`src/rtl/s2p_pkg.sv`:
```
package s2p_pkg;
  localparam int unsigned SLOT_BITS      = 8;
  localparam int unsigned WIDE_FRAME     = 256;
  localparam int unsigned NATIVE_FRAME   = 193;
  localparam int unsigned POS_W          = $clog2(WIDE_FRAME);
  localparam int unsigned SLOT_W         = POS_W - $clog2(SLOT_BITS);
  localparam int unsigned CHAN_W         = 5;
  localparam int unsigned T1_LAST_CHAN   = 23;
  localparam int unsigned E1_SKIP_A      = 0;
  localparam int unsigned E1_SKIP_B      = 16;

  typedef enum logic [1:0] {
    LM_E1        = 2'd0,
    LM_T1_LOW24  = 2'd1,
    LM_T1_SPREAD = 2'd2,
    LM_T1_NATIVE = 2'd3
  } link_mode_e;

  typedef struct packed {
    logic              hit;
    logic [CHAN_W-1:0] chan;
  } slot_map_t;

  function automatic logic [POS_W-1:0] last_pos(link_mode_e m);
    int unsigned len;
    len = (m == LM_T1_NATIVE) ? NATIVE_FRAME : WIDE_FRAME;
    return POS_W'(len - 1);
  endfunction

  function automatic slot_map_t map_slot(link_mode_e m, logic [SLOT_W-1:0] s, logic rsv);
    slot_map_t r;
    r.hit  = 1'b0;
    r.chan = '0;
    unique case (m)
      LM_E1: begin
        r.hit  = (s != SLOT_W'(E1_SKIP_A)) && (s != SLOT_W'(E1_SKIP_B));
        r.chan = (s < SLOT_W'(E1_SKIP_B)) ? CHAN_W'(s - 1) : CHAN_W'(s - 2);
      end
      LM_T1_SPREAD: begin
        r.hit  = (s[1:0] != 2'b11);
        r.chan = CHAN_W'(s - SLOT_W'(s[SLOT_W-1:2]));
      end
      default: begin
        r.hit  = (s < SLOT_W'(T1_LAST_CHAN + 1));
        r.chan = CHAN_W'(s);
      end
    endcase
    if (rsv && (m != LM_E1) && (r.chan == CHAN_W'(T1_LAST_CHAN)))
      r.hit = 1'b0;
    return r;
  endfunction
endpackage

```
`src/rtl/rx_edge_sync.sv`:
```
module rx_edge_sync #(
  parameter int unsigned STAGES = 2
) (
  input  logic clk,
  input  logic rst_n,
  input  logic rx_clk,
  input  logic rx_data,
  input  logic rx_sync,
  input  logic clk_inv,
  input  logic sync_inv,
  output logic bit_stb,
  output logic bit_val,
  output logic sync_lvl
);
  logic [STAGES-1:0] c_sr, d_sr, s_sr;
  logic              lvl, lvl_q;

  always_ff @(posedge clk or negedge rst_n) begin
    if (!rst_n) begin
      c_sr  <= '0;
      d_sr  <= '0;
      s_sr  <= '0;
      lvl_q <= 1'b0;
    end else begin
      c_sr  <= {c_sr[STAGES-2:0], rx_clk};
      d_sr  <= {d_sr[STAGES-2:0], rx_data};
      s_sr  <= {s_sr[STAGES-2:0], rx_sync};
      lvl_q <= lvl;
    end
  end

  assign lvl      = c_sr[STAGES-1] ^ clk_inv;
  assign bit_stb  = lvl & ~lvl_q;
  assign bit_val  = d_sr[STAGES-1];
  assign sync_lvl = s_sr[STAGES-1] ^ sync_inv;

  p_strobe_spaced_r7: assert property (@(posedge clk) disable iff (!rst_n)
    bit_stb |=> !bit_stb);
endmodule

```
`src/rtl/rx_frame_track.sv`:
```
module rx_frame_track
  import s2p_pkg::*;
(
  input  logic             clk,
  input  logic             rst_n,
  input  logic             en,
  input  link_mode_e       mode,
  input  logic             bit_stb,
  input  logic             sync_lvl,
  output logic             bit_evt,
  output logic [POS_W-1:0] bit_pos,
  output logic             sync_err
);
  logic [POS_W-1:0] cnt;
  logic [POS_W-1:0] last;
  logic             locked, at_end, good_sync, bad_sync_evt, lock_now;

  assign last         = last_pos(mode);
  assign at_end       = (cnt == last);
  assign good_sync    = sync_lvl && (!locked || at_end);
  assign bad_sync_evt = en && bit_stb && sync_lvl && locked && !at_end;
  assign lock_now     = locked | good_sync;
  assign bit_pos      = good_sync ? '0 : (at_end ? '0 : cnt + 1'b1);
  assign bit_evt      = en && bit_stb && lock_now;

  always_ff @(posedge clk or negedge rst_n) begin
    if (!rst_n) begin
      cnt    <= '0;
      locked <= 1'b0;
    end else if (!en) begin
      cnt    <= '0;
      locked <= 1'b0;
    end else if (bit_stb) begin
      cnt    <= bit_pos;
      locked <= lock_now;
    end
  end

  always_ff @(posedge clk or negedge rst_n) begin
    if (!rst_n)            sync_err <= 1'b0;
    else if (bad_sync_evt) sync_err <= 1'b1;
  end

  p_err_sticky_r10: assert property (@(posedge clk) disable iff (!rst_n)
    sync_err |=> sync_err);
  p_pos_in_frame_r5: assert property (@(posedge clk) disable iff (!rst_n)
    bit_evt |-> bit_pos <= last);
  p_evt_needs_lock_r9: assert property (@(posedge clk) disable iff (!rst_n)
    bit_evt |=> locked);
  p_off_unlocked_r11: assert property (@(posedge clk) disable iff (!rst_n)
    !en |=> !locked);
endmodule

```
`src/rtl/rx_byte_pack.sv`:
```
module rx_byte_pack
  import s2p_pkg::*;
(
  input  logic              clk,
  input  logic              rst_n,
  input  logic              en,
  input  link_mode_e        mode,
  input  logic              reserve_last,
  input  logic              bit_evt,
  input  logic              bit_val,
  input  logic [POS_W-1:0]  bit_pos,
  output logic              out_valid,
  output logic [SLOT_BITS-1:0] out_byte,
  output logic [CHAN_W-1:0] out_chan
);
  localparam int unsigned IDX_W = $clog2(SLOT_BITS);

  logic [SLOT_BITS-2:0] sh;
  logic [SLOT_BITS-1:0] full_byte;
  slot_map_t            map;
  logic                 byte_end, take;

  assign full_byte = {sh, bit_val};
  assign map       = map_slot(mode, bit_pos[POS_W-1:IDX_W], reserve_last);
  assign byte_end  = (bit_pos[IDX_W-1:0] == IDX_W'(SLOT_BITS - 1));
  assign take      = bit_evt && byte_end && map.hit;

  always_ff @(posedge clk or negedge rst_n) begin
    if (!rst_n)       sh <= '0;
    else if (bit_evt) sh <= full_byte[SLOT_BITS-2:0];
  end

  always_ff @(posedge clk or negedge rst_n) begin
    if (!rst_n) begin
      out_valid <= 1'b0;
      out_byte  <= '0;
      out_chan  <= '0;
    end else if (!en) begin
      out_valid <= 1'b0;
      out_byte  <= '0;
      out_chan  <= '0;
    end else begin
      out_valid <= take;
      if (take) begin
        out_byte <= full_byte;
        out_chan <= map.chan;
      end
    end
  end

  p_one_cycle_r12: assert property (@(posedge clk) disable iff (!rst_n)
    out_valid |=> !out_valid);
  p_quiet_off_r11: assert property (@(posedge clk) disable iff (!rst_n)
    !en |=> (!out_valid && out_byte == '0 && out_chan == '0));
  p_chan_range_r2: assert property (@(posedge clk) disable iff (!rst_n)
    out_valid |-> out_chan < CHAN_W'(30));
  p_no_reserved_r6: assert property (@(posedge clk) disable iff (!rst_n)
    (take && reserve_last && mode != LM_E1) |-> map.chan != CHAN_W'(T1_LAST_CHAN));
endmodule

```
`src/rtl/s2p_rx_port.sv`:
```
module s2p_rx_port
  import s2p_pkg::*;
#(
  parameter int unsigned SYNC_STAGES = 2
) (
  input  logic       clk,
  input  logic       rst_n,
  input  logic       en,
  input  logic [1:0] link_mode,
  input  logic       reserve_last,
  input  logic       clk_inv,
  input  logic       sync_inv,
  input  logic       rx_clk,
  input  logic       rx_sync,
  input  logic       rx_data,
  output logic       byte_valid,
  output logic [7:0] byte_data,
  output logic [4:0] byte_chan,
  output logic       sync_err
);
  link_mode_e       mode;
  logic             bit_stb, bit_val, sync_lvl, bit_evt;
  logic [POS_W-1:0] bit_pos;

  assign mode = link_mode_e'(link_mode);

  rx_edge_sync #(.STAGES(SYNC_STAGES)) u_edge (
    .clk(clk), .rst_n(rst_n), .rx_clk(rx_clk), .rx_data(rx_data),
    .rx_sync(rx_sync), .clk_inv(clk_inv), .sync_inv(sync_inv),
    .bit_stb(bit_stb), .bit_val(bit_val), .sync_lvl(sync_lvl)
  );

  rx_frame_track u_track (
    .clk(clk), .rst_n(rst_n), .en(en), .mode(mode), .bit_stb(bit_stb),
    .sync_lvl(sync_lvl), .bit_evt(bit_evt), .bit_pos(bit_pos),
    .sync_err(sync_err)
  );

  rx_byte_pack u_pack (
    .clk(clk), .rst_n(rst_n), .en(en), .mode(mode),
    .reserve_last(reserve_last), .bit_evt(bit_evt), .bit_val(bit_val),
    .bit_pos(bit_pos), .out_valid(byte_valid), .out_byte(byte_data),
    .out_chan(byte_chan)
  );
endmodule

```
`config.mk`:
```
export PLATFORM = sky130hd
export DESIGN_NAME = s2p_rx_port
export DESIGN_NICKNAME = d
export VERILOG_FILES = /design/src/rtl/s2p_pkg.sv /design/src/rtl/rx_edge_sync.sv /design/src/rtl/rx_frame_track.sv /design/src/rtl/rx_byte_pack.sv /design/src/rtl/s2p_rx_port.sv
export SDC_FILE = /design/constraint.sdc
export NUM_CORES = 1
export LEC_CHECK = 0
export BUFFER_PORTS_ARGS = -buffer_cell sky130_fd_sc_hd__buf_2
export CAP_MARGIN = 20
export CORE_MARGIN = 2
export CORE_UTILIZATION = 25
export DETAILED_ROUTE_END_ITERATION = 10
export PLACE_DENSITY = 0.41
export SYNTH_ARGS = -nofsm -noshare
export SYNTH_HDL_FRONTEND = slang
export SYNTH_SLANG_ARGS = --single-unit
```
`constraint.sdc`:
```
create_clock -name clk -period 5.4 [get_ports clk]
set_input_delay 0.54 -clock clk [delete_from_list [all_inputs] [get_ports clk]]
set_output_delay 0.54 -clock clk [all_outputs]
set_load 0.03 [all_outputs]
```
==> flow_summary_export.csv <==
group,metric,value,unit
cells_and_area,stdcell_area,2510,um2
synthesis,yosysTopAreaCell,"dfrtp_1",
pwr,power.leakage,1.23,nW
sta,worst_slew_pin_slew,892,ps
placed_design,place_area,2420,um2
synthesis,syn_avg_cell_area,9.48,um2
detailed_routing,ant_nets,0,
synthesis,yosys.area_share.adder,5.41,%
synthesis,synth-edff-count,0,
cts,numCtsBuffers,5,
sta,slew_headroom,40.1,%
detailed_routing,drt-wirelength-per-cell,14.1,um
cells_and_area,instances_no_fill,365,
critical_path,path_buf_inv,0,
placed_design,gp_congestion,0.809,
critical_path,worstPathCellList,"or4_4 -> nor4_4 -> o21bai_2 -> and2_4 -> nand2_2 -> ha_1 -> nor2b_1 -> o21ai_0 -> a21oi_1 -> a31o_2 -> xnor2_1 -> a31o_1 -> mux2i_1",
cts,cts_sinks,38,
placed_design,place_inst,357,
cells_and_area,diodes,0,
cells_and_area,n_fill_cell,978,
global_routing,top_usage_layer,"met2",
sta,finalWorstSetupSlack,1300,ps
pwr,peakVddDrop,0.143,mV
synthesis,synth_top_area_share,42.9,%
synthesis,yosysUniqueCellTypes,52,
cts,clk_pin_slew,70,ps
die,die_h,98.2,um
synthesis,synth_top_family_by_area,"compound AO/OA/AOI/OAI gates",
synthesis,ys_ff_latch,38,
sta,timing.setup.tns,0,ps
cts,cts_setup_buffers,0,
sta,rsz0062_at_grt,"no",
critical_path,critPathSlowestCell,"a31o_1",
cells_and_area,nNetsFinal,276,
cts,cts_max_path_buffers,2,
die,core-area,8680,um2
placed_design,portBuffers,25,
sta,finalSetupViolations,0,
synthesis,synth_compound_area_share,19.7,%
detailed_routing,wl,5130,um
critical_path,start_kind,"flop",
cts,clk_latency,290,ps
die,dieWidth,98.2,um
die,floorplan.initialDensity,25.6,%
critical_path,endpoint_kind,"flop",
detailed_routing,drc,0,
detailed_routing,via_per_inst,4.87,
sta,fmax,0.244,GHz
status,status,"finished, final reports clean",
cts,root_buffer,"clkbuf_8",
sta,fin_skew,8.26,ps
critical_path,worstPathMaxFanout,10,
synthesis,yosys.area_share.xor_xnor,3.95,%
die,num_rows,34,
cts,cts_max_level,2,
global_routing,antenna_found_initial,0,
synthesis,synth_area_leaders,"dfrtp_1 43%, nand2_1 6.1%, ha_1 4.5%",
cells_and_area,drive_gt1_share,18.7,%
critical_path,cp.arrival,4310,ps
synthesis,ys.flop_type,"dfrtp_1",
flow_run,maxCapViolations,0,
cts,holdBufCountCts,0,
synthesis,muxShareOfSynthArea,3.61,%
die,dieArea,9640,um2
placed_design,place_hpwl,3860,um
cells_and_area,syn2layout_area_growth,13.1,%
global_routing,grt_pass1_vias,1733,
global_routing,overflow,0,
synthesis,synth_cells,234,
detailed_routing,dr_total_vias,1777,
synthesis,synth-simple-area-share,19.1,%
global_routing,grt_start_max_net_pins,39,
cells_and_area,multi_input_area,1150,um2
detailed_routing,drt_first_pass_iters,4,
global_routing,grt_util_all_layers,11.1,%
sta,drv_slew,0,
sta,min_period,4100,ps
synthesis,synth_warnings,0,
hold_path,hp-class,"flop to flop",
cells_and_area,regArea,951,um2
placed_design,place_ws,1250,ps
synthesis,syn-cell-area,2220,um2
die,io_pins,26,
synthesis,ys_seq_area_share,42.9,%
synthesis,ys_async_sr_fraction,100,%
sta,finalHoldViolations,0,
global_routing,grt_pass1_wl,8640,um
global_routing,grtUsageMet3,2.72,%
critical_path,crit_type,"flop to flop",
global_routing,use_met2,17.6,%
detailed_routing,drtIter0Drc,95,
critical_path,path_delay_family,"compound AO/OA/AOI/OAI gates",
global_routing,grtUsageMet1,15.2,%
cells_and_area,fin_util,28.9,%
cts,ctsResizeCount,0,
sta,fin_crit_sh,76.0,%
cts,cts_tree,"built",
critical_path,critPathMaxStageDelay,570,ps
pwr,power-per-cell-area,246,nW/um2
critical_path,critical_path_required,5610,ps
synthesis,synth_fp_nets,254,
==> cell families after synthesis <==
family	Yosys count
and+or+nand+nor	82
buffers and inverters	26
xor gates and xnor gates	10
adders and majority gates	9
muxes	8
AOI/OAI and AO/OA	61
DFF	38
==> final timing paths <==
path                                           end           start  cells past startpoint  slack [ps]
worst min-delay path                u_edge.d_sr[1]  u_edge.d_sr[0]                      0         350
max in group asynchronous           u_track.locked           rst_n                      1        4500
min in group asynchronous           u_edge.c_sr[1]           rst_n                      1         370
worst min register to register      u_edge.d_sr[1]  u_edge.d_sr[0]                      0         350
worst max register to register  u_pack.out_byte[4]  u_track.cnt[2]                     13        1300
worst max-delay path            u_pack.out_byte[4]  u_track.cnt[2]                     13        1300
==> cell usage after synthesis (3+ instances only) <==
cell,count
a21oi_1,10
a22o_1,3
a32o_1,3
a41o_1,3
and2_4,3
buf_2,3
clkbuf_1,4
dfrtp_1,38
ha_1,8
inv_1,16
mux2i_1,8
nand2_1,36
nand2b_1,4
nand3_1,10
nor2_1,12
o21ai_0,17
o22ai_1,4
xnor2_1,5
xor2_1,5
==> layout make-up <==
class	count	share of cell area, %
Clock buffer	7	3.44
Clock inverter	1	0.199
Inverter	16	2.39
Multi-Input combinational cell	170	45.7
Sequential cell	38	37.9
Tap cell	108	5.38
Timing Repair Buffer	25	4.99
==> power by group <==
part           switching, mW  internal, mW  total [mW]
sequential            0.0167         0.314       0.331
combinational         0.0572        0.0293      0.0865
clock                 0.0961         0.103       0.199
total                  0.170         0.446       0.617
==> registers in the layout, indices dropped and copies added (netlist names), 2 cells and up <==
| name | count |
|---|---|
| u_pack.out_chan | 5 |
| u_track.cnt | 8 |
| u_pack.sh | 7 |
| u_pack.out_byte | 8 |
| u_edge.c_sr | 2 |
| u_edge.d_sr | 2 |
| u_edge.s_sr | 2 |
==> routing by layer <==
layer  vias up  part of all wire [%]  routed length (um)
met4         0                   1.2                  61
met5         -                     0                   0
met2        44                    46                2340
li1        864                     -                   -
met3         6                   5.0                 256
met1       863                    48                2470
==> placed cells by master (no fill, tap or decap), drive strengths merged, types with 3 or more instances in the layout <==
master  instances
a31o            3
and2            5
dfrtp          38
nor2           12
clkbuf          7
a32o            3
nand2b          4
mux2i           8
buf            25
a21oi          11
nand2          37
xor2            5
a41o            3
a22o            3
xnor2           5
ha              8
o21ai          17
nand3          10
inv            16
o22ai           4
==> through the flow <==
stage | hold slack, ps | power, mW
final | 350 | 0.617
after global routing | 343 | 0.657
after CTS | 348 | 0.631
after detailed placement | 338 | 0.425
after global placement | 333 | 0.426
after floorplan | 244 | 0.393
Power figures use the tool's default switching activity.
